--- src/rtl/pfxmap_pkg.sv ---
package pfxmap_pkg;
  typedef struct packed {
    logic load;
    logic winLow;
    logic winHigh;
    logic keyWe;
    logic setRef;
    logic setChg;
  } mapStrobes_t;
endpackage

--- src/rtl/pfxmap_ctrl.sv ---
module pfxmap_ctrl
  import pfxmap_pkg::*;
#(
  parameter int ADDR_W    = 20,
  parameter int WIN_SHIFT = 13
) (
  input  logic              clk,
  input  logic              rstN,
  input  logic              reqValid,
  input  logic [ADDR_W-1:0] realAddr,
  input  logic [ADDR_W-1:0] prefixBase,
  input  logic              grantRead,
  input  logic              grantWrite,
  input  logic [ADDR_W-1:0] memLimit,
  input  logic [ADDR_W-1:0] absAddr,
  output logic              absValid,
  output mapStrobes_t       strobes
);
  localparam logic [ADDR_W:0] WIN_SIZE = {{ADDR_W{1'b0}}, 1'b1} << WIN_SHIFT;

  logic [ADDR_W-1:0] prefAligned;
  logic [ADDR_W:0]   prefEnd;
  logic              inLow;
  logic              inHigh;
  logic              stageValid;
  logic              stageRd;
  logic              stageWr;

  assign prefAligned = {prefixBase[ADDR_W-1:WIN_SHIFT], {WIN_SHIFT{1'b0}}};
  assign prefEnd     = {1'b0, prefAligned} + WIN_SIZE;
  assign inLow       = (realAddr[ADDR_W-1:WIN_SHIFT] == '0);
  assign inHigh      = !inLow && (realAddr >= prefAligned) &&
                       ({1'b0, realAddr} < prefEnd);

  always_ff @(posedge clk) begin
    if (!rstN) begin
      stageValid <= 1'b0;
      stageRd    <= 1'b0;
      stageWr    <= 1'b0;
    end else begin
      stageValid <= reqValid;
      if (reqValid) begin
        stageRd <= grantRead;
        stageWr <= grantWrite;
      end
    end
  end

  always_comb begin
    strobes.load    = reqValid;
    strobes.winLow  = reqValid && inLow;
    strobes.winHigh = reqValid && inHigh;
    strobes.keyWe   = stageValid && (absAddr <= memLimit);
    strobes.setRef  = stageRd;
    strobes.setChg  = stageWr;
  end

  assign absValid = stageValid;

  AST_WIN_EXCLUSIVE: assert property (@(posedge clk) disable iff (!rstN)
    $onehot0({strobes.winLow, strobes.winHigh}));
  AST_VALID_FOLLOWS: assert property (@(posedge clk) disable iff (!rstN)
    reqValid |=> absValid);
  AST_VALID_IDLE: assert property (@(posedge clk) disable iff (!rstN)
    !reqValid |=> !absValid);
endmodule

--- src/rtl/pfxmap_dp.sv ---
module pfxmap_dp
  import pfxmap_pkg::*;
#(
  parameter int ADDR_W     = 20,
  parameter int PAGE_SHIFT = 12,
  parameter int WIN_SHIFT  = 13,
  localparam int IDX_W     = ADDR_W - PAGE_SHIFT,
  localparam int PAGES     = 1 << IDX_W
) (
  input  logic              clk,
  input  logic              rstN,
  input  mapStrobes_t       strobes,
  input  logic [ADDR_W-1:0] realAddr,
  input  logic [ADDR_W-1:0] prefixBase,
  input  logic [IDX_W-1:0]  dbgIdx,
  output logic [ADDR_W-1:0] absAddr,
  output logic              keyWrEn,
  output logic [IDX_W-1:0]  keyWrIdx,
  output logic [1:0]        keyWrBits,
  output logic [1:0]        dbgKey
);
  logic [ADDR_W-1:0] prefAligned;
  logic [ADDR_W-1:0] nextAbs;
  logic [1:0]        keyRam [PAGES];

  assign prefAligned = {prefixBase[ADDR_W-1:WIN_SHIFT], {WIN_SHIFT{1'b0}}};

  always_comb begin
    if (strobes.winLow)       nextAbs = realAddr + prefAligned;
    else if (strobes.winHigh) nextAbs = realAddr - prefAligned;
    else                      nextAbs = realAddr;
  end

  always_ff @(posedge clk) begin
    if (!rstN)             absAddr <= '0;
    else if (strobes.load) absAddr <= nextAbs;
  end

  assign keyWrEn   = strobes.keyWe;
  assign keyWrIdx  = absAddr[ADDR_W-1:PAGE_SHIFT];
  assign keyWrBits = {strobes.setChg, strobes.setRef};

  for (genvar g = 0; g < PAGES; g++) begin : g_key
    always_ff @(posedge clk) begin
      if (!rstN)
        keyRam[g] <= 2'b00;
      else if (keyWrEn && (keyWrIdx == IDX_W'(g)))
        keyRam[g] <= keyRam[g] | keyWrBits;
    end
  end

  assign dbgKey = keyRam[dbgIdx];

  AST_LOW_WINDOW: assert property (@(posedge clk) disable iff (!rstN)
    strobes.winLow |=> absAddr == $past(realAddr) + $past(prefAligned));
  AST_KEY_MONOTONIC: assert property (@(posedge clk) disable iff (!rstN)
    $stable(dbgIdx) |-> ((dbgKey & $past(dbgKey)) == $past(dbgKey)));
endmodule

--- src/rtl/pfxmap_top.sv ---
module pfxmap_top
  import pfxmap_pkg::*;
#(
  parameter int ADDR_W     = 20,
  parameter int PAGE_SHIFT = 12,
  parameter int WIN_SHIFT  = 13,
  localparam int IDX_W     = ADDR_W - PAGE_SHIFT
) (
  input  logic              clk,
  input  logic              rstN,
  input  logic              reqValid,
  input  logic [ADDR_W-1:0] realAddr,
  input  logic [ADDR_W-1:0] prefixBase,
  input  logic              grantRead,
  input  logic              grantWrite,
  input  logic [ADDR_W-1:0] memLimit,
  output logic              absValid,
  output logic [ADDR_W-1:0] absAddr,
  output logic              keyWrEn,
  output logic [IDX_W-1:0]  keyWrIdx,
  output logic [1:0]        keyWrBits,
  input  logic [IDX_W-1:0]  dbgIdx,
  output logic [1:0]        dbgKey
);
  mapStrobes_t strobes;

  pfxmap_ctrl #(.ADDR_W(ADDR_W), .WIN_SHIFT(WIN_SHIFT)) i_ctrl (
    .clk(clk), .rstN(rstN), .reqValid(reqValid), .realAddr(realAddr),
    .prefixBase(prefixBase), .grantRead(grantRead), .grantWrite(grantWrite),
    .memLimit(memLimit), .absAddr(absAddr), .absValid(absValid),
    .strobes(strobes)
  );

  pfxmap_dp #(.ADDR_W(ADDR_W), .PAGE_SHIFT(PAGE_SHIFT), .WIN_SHIFT(WIN_SHIFT)) i_dp (
    .clk(clk), .rstN(rstN), .strobes(strobes), .realAddr(realAddr),
    .prefixBase(prefixBase), .dbgIdx(dbgIdx), .absAddr(absAddr),
    .keyWrEn(keyWrEn), .keyWrIdx(keyWrIdx), .keyWrBits(keyWrBits),
    .dbgKey(dbgKey)
  );
endmodule

--- config.mk ---
export PLATFORM = sky130hd
export DESIGN_NAME = pfxmap_top
export DESIGN_NICKNAME = d
export VERILOG_FILES = /design/src/rtl/pfxmap_pkg.sv /design/src/rtl/pfxmap_ctrl.sv /design/src/rtl/pfxmap_dp.sv /design/src/rtl/pfxmap_top.sv
export SDC_FILE = /design/constraint.sdc
export NUM_CORES = 1
export LEC_CHECK = 0
export ABC_AREA = 1
export CORE_ASPECT_RATIO = 2
export CORE_MARGIN = 5
export CORE_UTILIZATION = 48
export CTS_CLUSTER_DIAMETER = 80
export DETAILED_ROUTE_END_ITERATION = 6
export DONT_BUFFER_PORTS = 1
export PLACE_DENSITY = 0.71
export SLEW_MARGIN = 40
export SYNTH_ARGS = -nofsm -noshare
export SYNTH_HDL_FRONTEND = slang
export SYNTH_SLANG_ARGS = --single-unit
--- constraint.sdc ---
create_clock -name clk -period 3.25 [get_ports clk]
set_clock_uncertainty 0.15 [all_clocks]
set_input_delay 0.325 -clock clk [delete_from_list [all_inputs] [get_ports clk]]
set_output_delay 0.325 -clock clk [all_outputs]
set_load 0.005 [all_outputs]
# Word level (Yosys, flattened, before mapping)
# Memories as Yosys holds them, arrays and structs flattened.
# Index checks and enable logic that the tools add are counted.
# W data, S select, Z words.
# classes
add_sub_neg,3
magnitude_cmp,3
n_eq_ne,255
muxes,1027
bitwise,512
reduce_logical,264
# op_table
op,n
$eq A8 B8 Y1 const B,128
$mux W1,769
$eq A8 B7 Y1 const B,64
$mux W2,256
$or A2 B2 Y2,256
$logic_and A1 B1 Y1,261
$eq A8 B6 Y1 const B,32
$or A1 B1 Y1,256
$eq A8 B5 Y1 const B,16
$eq A8 B4 Y1 const B,8
$mux W20,2
$eq A8 B3 Y1 const B,4
$add A20 B14 Y21 const B,1
$lt A20 B21 Y1,1
$add A20 B20 Y20,1
$ge A20 B20 Y1,1
$le A20 B20 Y1,1
$sub A20 B20 Y20,1
$eq A8 B2 Y1 const B,2
$eq A8 B1 Y1 const B,1
$logic_not A8 Y1,1
$logic_not A7 Y1,1
$logic_not A1 Y1,1
# totals
ff_bits,23
mem_bits_rw,512
in_bits,73
output_inout_bits,34
n_memories,1
# mem_list
name,depth,word_bits,rd,rd_clocked_by_memory_dff,wr,line_no,source
i_dp.keyRam,256,2,257,0,256,pfxmap_dp.sv:24,logic [1:0] keyRam [PAGES];

# Depth between registers and ports, before layout
# Gate-level depths: netlist of run 1.
# depth
depth_word,7
ltp_mapped,17
ltp_nobuf,16

# Hierarchy
# From an unflattened synthesis of run 1, not the netlist that was laid out.
# unflattened
cells_unflattened,3882
area_unflattened_um2,30639.4
# modules_own_cells
module,instances,cells_each,area_each_um2
pfxmap_dp,1,3690,29444.5
pfxmap_ctrl,1,192,1194.9

# Worst setup path after synthesis of run 1
# No wires, ideal clock.
# synth_timing
path_type,reg2reg
from,register i_dp.absAddr[19]
to,"memory i_dp.keyRam[86][0], enable pin"
arrival_ps,1993
t_required_ps,2773
slack_ps,780
path_stages_with_launch,13
n_path_buf,1
synth_period_minus_slack_ps,2470
path_cell_list,dfxtp_1 -> ha_1 -> nand2_1 -> nor2_1 -> nand2_1 -> nor2_2 -> nand3_1 -> nand2_2 -> nand2_4 -> nor2_1 -> inv_1 -> clkbuf_1 -> o21ai_0
# synth_lines
item,line_no,source
start: declaration,pfxmap_dp.sv:16,"output logic [ADDR_W-1:0] absAddr,"
start signal: assignment,pfxmap_dp.sv:36,else if (strobes.load) absAddr <= nextAbs;
end: declaration,pfxmap_dp.sv:24,

==> results by group, run 1 <==
Run status
  – Outcome: complete, but fails checks
  – Failing checks: DRC, hold timing

Layout
  – Register Area: roughly 16000 µm²
  – P&R area growth vs syn: 15.15%
  – Multi-input gate area: roughly 13000 µm²
  – Final instance area: between 30000 and 40000 µm²
  – Share of layout cells above drive strength 1: 6.321%
  – Fin cells: 4786
  – Fill cells: 5816
  – Nets: around 4000

Synthesis
  – Syn Nets: approximately 4000
  – Mapped Area: between 30000 and 40000 µm²
  – Post-Syn Instances: 3876
  – Top FF cell, synth: edfxtp_1
  – Flops & latches, synth: about 540
  – Count leader, synth: nor2_1
  – Commonest cells post-synth: nor2_1, nand2_1, nand3_1, edfxtp_1, nor3_1
  – Area contributors post-synth: edfxtp_1, nor2_1, nand3_1
  – Post-synth ARST share: 0%
  – Seq/Total Area, Yosys: 51.61%
  – Share of the synthesized area in the top cell type: roughly half
  – Dominant cell type by area after synthesis: edfxtp_1
  – Unique masters post-synth: 36
  – Syn avg cell area: roughly 8 µm²
  – Number of synthesized flops with an enable pin: roughly 500
  – Yosys warning total: 0

Setup path
  – Slowest-stage cell, CP: dlygate4sd3_1
  – Setup crit end kind: flip-flop
  – Worst setup path class: flip-flop to flip-flop
  – Max incr delay on CP: between 0.6 and 0.7 ns
  – CP required: between 3 and 4 ns
  – Worst Setup Start Kind: flip-flop
  – Critical path arrival: around 3.3 ns
  – Most Frequent Cell on Critical Path: nand2_1
  – CP Cell Sequence: ha_1, nand2_1, nor2_1, nand2_1, nor2_2, nand3_1, nand2_4, nand2_4, nor2_4, buf_8, nand2_1, nand2_1, dlygate4sd3_1
  – Critical Path Fanout Max: 9

Placement
  – Placed cell area: between 30000 and 40000 µm²
  – Placed cell count: between 4000 and 5000
  – Place WS: 0.1137 ns
  – HPWL Detailed: ~61 mm
  – Port Buf Inserts: 0
  – RD Place Congestion: slightly above 0.9

Clock tree
  – Clk buf depth: 3
  – CTS tree: yes
  – CTS sink cnt: between 500 and 600
  – H-tree depth: 2
  – CTS Root Cell: clkbuf_16
  – Worst-Skew Late Latency: 0.58 ns
  – Clock-pin slew on the worst setup and hold paths: approximately 0.070 ns
  – TritonCTS buffer count: 47

Routing
  – DRT Pass-1 Iters: 7
  – Starting DRT DRC Count: between 3000 and 4000
  – Drt drc: 1
  – Routed WL: ~100 mm
  – Post-route ant nets: 0
  – WL/cell: roughly 22 µm
  – Vias after detailed routing: ~29000
  – Vias per cell: about 6

Power
  – Worst VDD drop: ~0.35 mV
  – Total power: roughly 16 mW
  – Leak pwr: 13.59 nW
  – Pwr/cell area: 440.4 nW/µm²

GRT
  – Largest net degree at the start of global routing: between 400 and 500
  – GR met1 Demand/Resource: 29.83%
  – Global-route track usage on met3: between 4 and 5%
  – Initial antenna violation count: 4
  – GRT Util Overall: 28.38%
  – First-pass GRT wire length: roughly 150 mm
  – Grt met2 use: between 40% and 50%
  – Most Used Layer, Global Route: met2
  – Vias in the first global route: ~28000
  – GR Overflow Total: 0

Flow run
  – Max-cap viol count: 0

Floorplan
  – Number of cell rows: 131
  – Core area: around 64000 µm²
  – Die H: between 300 and 400 µm
  – Die W: about 190 µm
  – Area of the die: 69390 µm²
  – Initial Utilization: between 40% and 50%
  – I/O Pins: 107

STA
  – Final Slew Violations: 0
  – Tmin final: 3.109 ns
  – Rel. slew slack: 46.92%
  – WHS: -0.05725 ns
  – Worst-Margin Slew: between 0.7 and 0.8 ns
  – Setup ws final: between 0.1 and 0.15 ns
  – Final-report hold violation count: 7
  – Tcrit/Tclk final: a little over nine tenths
  – Setup violators final: 0
  – Achievable Freq: 0.3217 GHz
  – Unrepaired setup endpoints after global routing: true

Worst hold path
  – Hold Crit Class: primary input to flip-flop
-- flip-flops by register name, summed over array words and instances (netlist names) --
name / flops
i_dp.keyRam: 512
i_dp.absAddr: 20
i_ctrl.absValid: 1
i_ctrl.stageRd: 1
i_ctrl.stageWr: 1
-- cell type report --
| type | instances | area share [%] |
|---|---|---|
| Sequential cell | 535 | 44.85 |
| Multi-Input combinational cell | 2904 | 37.08 |
| Inverter | 142 | 1.558 |
| Clock inverter | 22 | 0.5808 |
| Tap cell | 798 | 2.826 |
| Timing Repair Buffer | 321 | 9.395 |
| Antenna cell | 1 | 0.007082 |
| Clock buffer | 63 | 3.704 |
-- path summary, 6_finish.rpt --
path                                                   startpoint                                end  slack, ns  cells after the start
worst min register to register  i_dp.keyRam[203][0]$_SDFFCE_PN0P_  i_dp.keyRam[203][0]$_SDFFCE_PN0P_       0.43                      2
worst max-delay path                i_dp.absAddr[11]$_SDFFE_PN0P_   i_dp.keyRam[95][0]$_SDFFCE_PN0P_       0.14                     13
worst min-delay path                                         rstN  i_dp.keyRam[101][0]$_SDFFCE_PN0P_      -0.06                      1
worst max register to register      i_dp.absAddr[11]$_SDFFE_PN0P_   i_dp.keyRam[95][0]$_SDFFCE_PN0P_       0.14                     13
-- report_power, final --
part	internal (mW)	total (mW)	leakage (nW)	switching, mW
logic	0.619	1.86	7.37	1.24
registers	7.77	7.94	5.48	0.170
clock network	3.14	5.76	0.737	2.62
-- layout by cell type (no fill, tap or decap), drive strengths merged --
master       Yosys  routed
buf             85     118
clkbuf         211      64
and2             1       1
nand2          867     868
diode            0       1
a21boi           1       1
dfxtp           23      23
ha              41      41
a31oi            1       1
fa               2       2
inv            142     142
o21bai           2       2
xnor2            2       2
nand4            6       6
a21oi           37      37
edfxtp         512     512
clkinv           0      16
a31o             1       1
bufinv           0       4
xor2             8       8
nand3          644     644
clkinvlp         0       2
o211ai           2       2
a22oi            1       1
nor3b            1       1
a21o             1       1
dlygate4sd3      0     202
o21ai          155     155
nor2           880     880
nor3           249     249
nand3b           1       1
-- routing by layer --
metal	wire length, µm	up-vias
met5	20	-
met4	9785	4
met3	9801	445
met2	50720	1598
met1	33390	13470
li1	-	13140
-- kinds of logic (layout without fill, tap and decap cells) --
| group | Yosys count | count (layout) | synth area share (%) |
|---|---|---|---|
| fa+ha+maj | 43 | 43 | 1.802 |
| compound gates | 201 | 201 | 3.352 |
| other cells | 0 | 1 | 0 |
| simple gates | 2649 | 2650 | 37.08 |
| xor+xnor | 10 | 10 | 0.2855 |
| flops | 535 | 535 | 51.61 |
| buf+inv | 438 | 548 | 5.872 |
-- metrics by stage --
stage | TNS (ns) | utilization, %
global placement | 0 | 49.33
global route | -0.1137 | 55.56
floorplan | 0 | -
finish | 0 | 55.56
detailed placement | 0 | 49.33
CTS | 0 | 55.11
-- worst max-delay path, delay by kind of cell, from the launching register on --
| family | cells | cell delay [ns] |
|---|---|---|
| flops | 1 | 0.33 |
| fa+ha+maj | 1 | 0.29 |
| buf+inv | 2 | 0.83 |
| simple gates | 10 | 1.18 |
-- timing repair --
action,4_1_cts,5_1_grt
endpoints found under the hold margin,775,69
hold buffers,216,5
gates resized for setup,0,58
setup buffers,0,17
setup endpoints to repair,0,200
Power figures use the tool's default switching activity.
==> run 2, diff against run 1 <==
==> constraint.sdc (replaced) <==
create_clock -name clk -period 4 [get_ports clk]
set_clock_uncertainty 0.15 [all_clocks]
set_input_delay 0.4 -clock clk [delete_from_list [all_inputs] [get_ports clk]]
set_output_delay 0.4 -clock clk [all_outputs]
set_load 0.005 [all_outputs]
==> run 2 against run 1 <==
  * The flow now finishes without violations
  * Non-clock buffer count fell by 203
  * Wire length down 4.2%
  * Register-to-register slack improved by 0.18 ns
  * Global-route usage fell by 0.31 points
  * Sequential share of layout area rose by 2.9 points
  * Sequential power is 19% lower
  * Fmax shrank 15%
  * First-iteration DRC count down 5.6%
  * Critical path type unchanged
  * Largest cell class unchanged
  * Largest power group unchanged
==> results by group, run 2 (synthesis gave the netlist of run 1 again) <==
Run status
  – Outcome: finished, final reports clean (was complete, but fails checks)

Clock tree
  – CTS Root Cell: clkbuf_16 (unchanged)
  – H-tree depth: 2 (unchanged)
  – TritonCTS buffer count: 46 (was 47)
  – CTS tree: yes (unchanged)
  – Cts hold-fix bufs: 45 (was 216)
  – Post-CTS setup buffers: 0 (unchanged)
  – Clk buf depth: 3 (unchanged)
  – Post_cts resized: 0 (unchanged)
  – Worst-Skew Late Latency: 0.59 ns (was 0.58 ns)
  – CTS sink cnt: 535 (unchanged)
  – Clock-pin slew on the worst setup and hold paths: 0.07 ns (about the same)

STA
  – Unrepaired setup endpoints after global routing: false (was true)
  – Worst-Margin Slew: 0.9168 ns (was 0.7954 ns)
  – Rel. slew slack: 38.82% (was 46.92%)
  – Setup TNS: 0 ns (unchanged)
  – Final Slew Violations: 0 (unchanged)
  – Tcrit/Tclk final: 91.91% (was 95.65%)
  – Tmin final: 3.677 ns (was 3.109 ns)
  – Setup ws final: 0.3235 ns (was 0.1414 ns)
  – Achievable Freq: 0.2720 GHz (was 0.3217 GHz)
  – Setup violators final: 0 (unchanged)
  – Final-report hold violation count: 0 (was 7)

Floorplan
  – Die H: 367.6 µm (unchanged)
  – Core area: 63600 µm² (unchanged)
  – Number of cell rows: 131 (unchanged)
  – Die W: 188.8 µm (unchanged)
  – Area of the die: 69390 µm² (unchanged)
  – Initial Utilization: 48.25% (unchanged)
  – I/O Pins: 107 (unchanged)

Layout
  – Most frequent cells in the layout: nor2_1, nand2_1, nand3_1, edfxtp_1, nor3_1 (unchanged)
  – Nets: 3862 (was 4067)
  – Finished Core Util: 52.12% (was 55.56%)
  – P&R area growth vs syn: 8.021% (was 15.15%)
  – Regs by FF count: i_dp.keyRam x512, i_dp.absAddr x20 (unchanged)
  – Top reg by flops: i_dp.keyRam (unchanged)
  – Most common cell after layout, fill and taps aside: nor2_1 (unchanged)
  – Final instance area: 33140 µm² (was 35330 µm²)
  – Share of layout cells above drive strength 1: 5.237% (was 6.321%)
  – Max FFs per register: 512 (unchanged)

Power
  – Sw Ratio: 26.01% (was 25.90%)
  – Switch Pwr: 3.231 mW (was 4.031 mW)
  – Leak pwr: 12.87 nW (was 13.59 nW)
  – Pwr/cell area: 374.7 nW/µm² (was 440.4 nW/µm²)
  – Logic pwr share: 11.9% (about the same)
  – Internal power: 9.189 mW (was 11.53 mW)
  – Sequential Power Share: 51.9% (was 51.0%)
  – Worst VDD drop: 0.2997 mV (was 0.3530 mV)
  – Clock power frac: 36.2% (was 37.0%)

Placement
  – RD Place Congestion: 0.9183 (was 0.9146)
  – Port Buf Inserts: 0 (unchanged)
  – Placed cell area: 31150 µm² (was 31370 µm²)
  – HPWL Detailed: 58.38 mm (was 61.04 mm)
  – Place WS: 0.6952 ns (was 0.1137 ns)

Routing
  – Routed WL: 99.37 mm (was 103.7 mm)
  – Vias after detailed routing: 27300 (was 28650)
  – WL/cell: 21.70 µm (was 21.67 µm)
  – Post-route ant nets: 0 (unchanged)
  – Drt drc: 0 (was 1)
  – DRT Pass-1 Iters: 7 (unchanged)
  – Vias per cell: 5.961 (was 5.987)
  – Starting DRT DRC Count: 2928 (was 3101)

Setup path
  – Critical path arrival: 3.83 ns (was 3.25 ns)
  – Worst Setup Start Kind: flip-flop (unchanged)
  – Critical Path Fanout Max: 16 (was 9)
  – Reg2Reg Depth: 13 (unchanged)
  – Setup crit end kind: flip-flop (unchanged)
  – Worst setup path class: flip-flop to flip-flop (unchanged)
  – CP required: 4.15 ns (was 3.39 ns)

Worst hold path
  – Hold Crit Class: primary input to flip-flop (unchanged)
  – Worst Hold Path Cells: 4 (was 1)

GRT
  – Largest net degree at the start of global routing: 258 (was 406)
  – First-pass GRT wire length: 151.7 mm (was 154.5 mm)
  – Vias in the first global route: 27320 (was 28490)
  – GRT Util Overall: 28.06% (was 28.38%)
  – Initial antenna violation count: 1 (was 4)
  – GR Overflow Total: 0 (unchanged)

Flow run
  – Max-cap viol count: 0 (unchanged)
-- run 2: final cells by class --
type                    instances  area, µm²
diodes                          1      2.502
clock buffers                  63       1279
clock inverters                20      166.4
fillers                      6054      30450
inverters                     142      550.5
multi-input cells            2903      13050
flip-flops and latches        535      15840
well taps                     798      998.5
repair buffers                118       1259
-- run 2: worst paths after layout --
check,slack (ns),to,startpoint
setup / recovery,0.32,i_dp.keyRam[199][0]$_SDFFCE_PN0P_,i_dp.absAddr[15]$_SDFFE_PN0P_
hold / removal,0.05,i_dp.absAddr[14]$_SDFFE_PN0P_,prefixBase[14]
setup reg to reg,0.32,i_dp.keyRam[199][0]$_SDFFCE_PN0P_,i_dp.absAddr[15]$_SDFFE_PN0P_
hold reg to reg,0.43,i_dp.keyRam[243][1]$_SDFFCE_PN0P_,i_dp.keyRam[243][1]$_SDFFCE_PN0P_
-- run 2: metrics by stage --
step           hold WS (ns)  power [mW]  instances
6_report            0.04849       12.42       4580
5_1_grt             0.06643       12.83       4579
4_1_cts             0.02743       12.43       4578
3_5_place_dp         0.3447       7.886       4450
3_3_place_gp         0.3418       7.859       4449
2_1_floorplan        0.3633       7.590       3876
-- run 2: power by group through the flow --
stage	registers [mW]	logic [mW]	clock network, mW
finish	6.45	1.47	4.50
floorplan	6.52	1.07	0
global placement	6.57	1.29	0
CTS	6.45	1.45	4.53
global route	6.47	1.62	4.74
detailed placement	6.57	1.32	0
-- run 2: critical path, stage by stage, from the launching register on --
cell and delay [ns]:
dfxtp_1 0.51, ha_1 0.31, a21oi_1 0.12, o21ai_0 0.09
a21oi_1 0.14, nand3_1 0.10, nand2_2 0.10, nand2_4 0.22
buf_4 0.31, nor2_8 0.10, buf_4 0.41, nand2_2 0.12
nand2_1 0.09, dlygate4sd3_1 0.59
-- run 2: per-layer routing --
metal	share of wire (%)	vias up	GRT usage (%)
met5	0	-	0
met1	32	12700	30.28
met3	9.7	407	4.869
met2	48	1468	48.24
met4	9.9	0	22.13
li1	-	12730	-
